File: config.mk
export PLATFORM = sky130hd
export DESIGN_NAME = irq_aggregator
export DESIGN_NICKNAME = d
export VERILOG_FILES = /design/src/rtl/irq_aggregator.sv
export SDC_FILE = /design/constraint.sdc
export NUM_CORES = 1
export LEC_CHECK = 0
export ABC_AREA = 1
export CAP_MARGIN = 20
export CORE_MARGIN = 1.5
export CORE_UTILIZATION = 38
export CTS_CLUSTER_SIZE = 10
export DETAILED_ROUTE_END_ITERATION = 6
export MAX_ROUTING_LAYER = met4
export PLACE_DENSITY = 0.95
export SYNTH_ARGS = -nofsm -noshare
export SYNTH_HDL_FRONTEND = slang
export SYNTH_SLANG_ARGS = --single-unit
File: constraint.sdc
create_clock -name clk -period 3.4 [get_ports clk]
set_clock_uncertainty 0.05 [all_clocks]
set_input_delay 0.68 -clock clk [delete_from_list [all_inputs] [get_ports clk]]
set_output_delay 0.68 -clock clk [all_outputs]
set_load 0.005 [all_outputs]
File: src/rtl/irq_aggregator.sv
module irq_aggregator #(
  parameter logic [31:0] BASE_ADDR  = 32'h0430_0000,
  parameter int          NSRC       = 6,
  parameter logic [31:0] VERSION    = 32'h0101_0101,
  parameter logic [9:0]  MODE_RESET = 10'h080
) (
  input  logic        clk,
  input  logic        rst_n,
  input  logic        bus_wr,
  input  logic [31:0] bus_addr,
  input  logic [31:0] bus_wdata,
  input  logic [3:0]  bus_be,
  output logic [31:0] bus_rdata,
  input  logic [5:0]  sig_pulse,
  input  logic [5:0]  clr_pulse,
  input  logic        dd_set,
  input  logic        dd_clr,
  output logic        cpu_irq,
  output logic        dd_irq
);
  localparam logic [1:0] IDX_MODE = 2'd0;
  localparam logic [1:0] IDX_VER  = 2'd1;
  localparam logic [1:0] IDX_PEND = 2'd2;
  localparam logic [1:0] IDX_MASK = 2'd3;
  localparam int         ACK_SRC  = NSRC - 1;

  logic [NSRC-1:0] pend_q, mask_q, pend_nx, mask_nx;
  logic [9:0]      mode_q, mode_nx;
  logic [31:0]     offset, lane_mask;
  logic            in_win;
  logic [1:0]      idx;

  assign offset    = bus_addr - BASE_ADDR;
  assign in_win    = (offset[31:4] == 28'd0);
  assign idx       = offset[3:2];
  assign lane_mask = {{8{bus_be[3]}}, {8{bus_be[2]}}, {8{bus_be[1]}}, {8{bus_be[0]}}};

  wire wr_mode = bus_wr && in_win && idx == IDX_MODE;
  wire wr_pend = bus_wr && in_win && idx == IDX_PEND;
  wire wr_mask = bus_wr && in_win && idx == IDX_MASK;

  always_comb begin
    mode_nx = bus_wdata[9:0];
    if (bus_wdata[7])       mode_nx[8] = 1'b0;
    else if (bus_wdata[8])  mode_nx[8] = 1'b1;
    if (bus_wdata[9])       mode_nx[7] = 1'b0;
    else if (bus_wdata[10]) mode_nx[7] = 1'b1;
    if (bus_wdata[12])      mode_nx[9] = 1'b0;
    else if (bus_wdata[13]) mode_nx[9] = 1'b1;
  end

  always_comb begin
    mask_nx = mask_q;
    for (int i = 0; i < NSRC; i++) begin
      if (bus_wdata[2*i])        mask_nx[i] = 1'b0;
      else if (bus_wdata[2*i+1]) mask_nx[i] = 1'b1;
    end
  end

  always_comb begin
    pend_nx = pend_q;
    if (wr_pend) pend_nx = (pend_nx & ~lane_mask[NSRC-1:0]) | bus_wdata[NSRC-1:0];
    if (wr_mode && bus_wdata[11]) pend_nx[ACK_SRC] = 1'b0;
    pend_nx = (pend_nx & ~clr_pulse) | sig_pulse;
  end

  always_ff @(posedge clk or negedge rst_n) begin
    if (!rst_n) begin
      mode_q <= MODE_RESET;
      mask_q <= '0;
      pend_q <= '0;
      dd_irq <= 1'b0;
    end else begin
      if (wr_mode) mode_q <= mode_nx;
      if (wr_mask) mask_q <= mask_nx;
      pend_q <= pend_nx;
      if (dd_set)      dd_irq <= 1'b1;
      else if (dd_clr) dd_irq <= 1'b0;
    end
  end

  always_comb begin
    bus_rdata = '0;
    if (in_win) begin
      case (idx)
        IDX_MODE: bus_rdata[9:0]      = mode_q;
        IDX_VER:  bus_rdata           = VERSION;
        IDX_PEND: bus_rdata[NSRC-1:0] = pend_q;
        default:  bus_rdata[NSRC-1:0] = mask_q;
      endcase
    end
  end

  assign cpu_irq = |(pend_q & mask_q);
endmodule

==> key figures <==
Global route
  – Tot GR Track Use: about a fifth
  – Initial antenna violation count: 0
  – Largest net degree at the start of global routing: 24
  – Gr busiest metal: met2
  – GRT met1 Usage: approximately 22%
  – First-pass GRT wire length: roughly 7300 µm
  – Vias in the first global route: roughly 1700
  – Global-route met2 utilization: between 30% and 40%
  – M3 GR Usage: 3.463%
  – GR Overflow Total: 0

Pwr
  – Comb power frac: around 24%
  – P_int: 0.0004454 W
  – Leakage: between 1 and 1.5 nW
  – Power Dens Cells: roughly 240 mW/mm²
  – Clock share of power: between 20% and 30%
  – Reg power frac: 47.1%
  – Switching pwr: between 0.00015 and 0.0002 W
  – Switching Fraction: about a quarter
  – Worst ir drop on vdd: around 0.00024 V
  – Power after layout: about 0.0006 W

Placed design
  – Gpl congestion: ~0.89
  – Port bufs: 75
  – Final HPWL DP: about 3700 µm
  – Pre-CTS setup slack: 0.1698 ns

Logic synthesis
  – Largest family of logic cells by synthesized area: simple AND/OR/NAND/NOR gates
  – Most frequent cell after synthesis: nand2_1
  – Synth area leaders: dfrtp_1 (32%), nand2_1 (13%), inv_1 (10%)
  – Compound-cell area share of the yosys netlist: about an eighth
  – Most common library cells after synthesis: nand2_1 (61), inv_1 (46), nor2_1 (43)
  – Synth warn: 0
  – Fraction of synthesized cell area taken by the top area cell type: about a third
  – Xor/xnor share of the synthesized area: 0%
  – Cell accounting for the most synthesized area: dfrtp_1
  – Cell Area, Synth: between 0.0015 and 0.002 mm²
  – Unique masters post-synth: 30
  – Synthesized area per cell: 6.634 µm²
  – Post-synthesis mux area share: 0%
  – Sequential-to-total area share from yosys stat: 33.70%
  – Adder-Cell Fraction of Synth Area: 0%
  – Number of flops mapped to enable cells by yosys: 0
  – Synth async-reset ratio: 100.0%
  – Synth Register Bits: 23
  – Synth Flop Type: dfrtp_1
  – Syn Inst Count: 258
  – Post-Synth Simple-Gate Area: 32.16%

Critical path
  – WP data required: approximately 2.7 ns
  – Slowest cell on crit path: clkdlybuf4s50_1
  – CP Class: input pin to output port
  – Largest stage delay on the critical path: 0.50 ns
  – Critical Path AT: roughly 2.5 ns
  – Buffer and inverter count on the worst path: 3
  – CP delay by family, top: buffers and inverters
  – Crit path max fanout: 6
  – Worst Setup Start Kind: input pin
  – Crit-path cells: clkdlybuf4s50_1 > nor2_1 > buf_4 > a21oi_1 > nor2_1 > clkdlybuf4s50_1
  – Critical Path End Type: output port

Floorplan
  – DIE HEIGHT: ~70 µm
  – Chip width: 70.12 µm
  – Starting Density: roughly two fifths
  – Num rows: 24
  – CORE AREA: ~0.0044 mm²
  – Die ar.: approximately 0.005 mm²
  – I/O Pins: 119

Drt
  – Total number of vias: between 1500 and 2000
  – DRC: 0
  – Routed wire length: ~4400 µm
  – TritonRoute pass-1 iters: 4
  – Via density: 4.725
  – Starting DRT DRC Count: roughly 120
  – Final ANT Viol Nets: 0
  – WL/cell: 11.27 µm

Clock tree
  – Postcts setup bufs: 0
  – CTS Buffer Depth: 2
  – Post-CTS sizing: 0
  – Skew-Pair Late Insertion Delay: approximately 0.27 ns
  – Root Driver: clkbuf_8
  – CTS H-tree depth: 1
  – CTS Hold Bufs: 0
  – CTS tree: built
  – CTS sink cnt: 23
  – Clock buffer count from CTS: 3
  – Clock slew at reported path FFs: approximately 0.080 ns

Timing
  – Achievable Freq: 0.3121 GHz
  – Final hold vios: 0
  – Hold_ws: between 0.4 and 0.5 ns
  – Max Transition Viols Final: 0
  – Slew @ Worst Pin: 0.7687 ns
  – Unrepaired setup endpoints after global routing: no
  – Final Critical Period: roughly 3.2 ns
  – Final setup fails: 0
  – Setup ws final: around 0.20 ns
  – Setup TNS: 0 ns
  – Crit share post-route: 94.24%
  – Relative slew margins: between 40% and 50%

Finish
  – Ant. Diodes: 0
  – Layout cells sized above 1: 5.988%
  – Nets: 420
  – Layout area overhead: 46.27%

Run
  – Max_cap viols: 0

Run status
  – Outcome: completed

Worst hold path
  – HP Class: register to register
==> path summary, 6_finish.rpt <==
kind                              from      endpoint  slack, ns  cells past startpoint
min                          mode_q[7]     mode_q[7]       0.44                      2
max reg2reg                  mode_q[7]     mode_q[7]       2.57                      2
max                        bus_addr[2]  bus_rdata[3]       0.20                      6
max in group asynchronous        rst_n     mode_q[7]       2.05                      2
min in group asynchronous        rst_n     mode_q[3]       0.70                      1
min reg2reg                  mode_q[7]     mode_q[7]       0.44                      2
==> final cells by class <==
class,instances,area (µm²)
Inverter,49,188.9
Timing Repair Buffer,80,795.8
Sequential cell,23,576.8
Multi-Input combinational cell,178,830.8
Tap cell,52,65.06
Clock buffer,3,41.29
Fill cell,418,1851
Clock inverter,1,5.005
==> kinds of logic (layout without fill, tap and decap cells) <==
family                 count (synthesis)  count (layout)
DFF                                   23              23
other                                  1              20
and+or+nand+nor                      125             125
AOI/OAI and AO/OA                     33              33
buffers and inverters                 76             133
==> power by group through the flow <==
stage                     registers, W  clock network (W)  logic [W]
final                         0.000283           0.000172   0.000146
after CTS                     0.000283           0.000172   0.000144
after floorplan               0.000287                  0  0.0000643
after global routing          0.000284           0.000180   0.000161
after global placement        0.000288                  0   0.000140
after detailed placement      0.000289                  0   0.000144
==> state kept, by name (all words and copies together), names as in the netlist <==
name	count
dd_irq	1
mask_q	6
mode_q	10
pend_q	6
==> worst min-delay path: cells and delay by family (launching register included) <==
family          cells  cell delay (ns)
compound gates      1             0.06
simple gates        1             0.05
flops               1             0.37
==> routing by layer <==
layer / part of all wire [%] / vias to the layer above
li1: - / 910
met1: 41 / 820
met2: 51 / 80
met3: 5.4 / 14
met4: 2.0 / 0
met5: 0 / -
==> per-stage QoR <==
step,std cells,utilization (%),instance area [µm²]
floorplan,277,-,1783
global placement,381,56.03,2440
detailed placement,381,56.03,2440
CTS,385,57.10,2486
global route,386,57.50,2504
finish,386,57.50,2504
==> placed cells by master, fill, tap and decap left out, drive strengths merged <==
master          n
a22oi           2
clkbuf          3
nand2          62
o22ai           3
a21oi           7
clkinv          2
nor2           46
o221ai          1
dfstp           1
dfrtp          22
o21bai          3
nand3           4
o21ai          12
a221oi          4
and2            2
nand3b          1
conb           20
clkdlybuf4s50  75
buf             5
o21a            1
nand4          10
inv            48
Note: power is estimated with default switching activity, not from simulation.
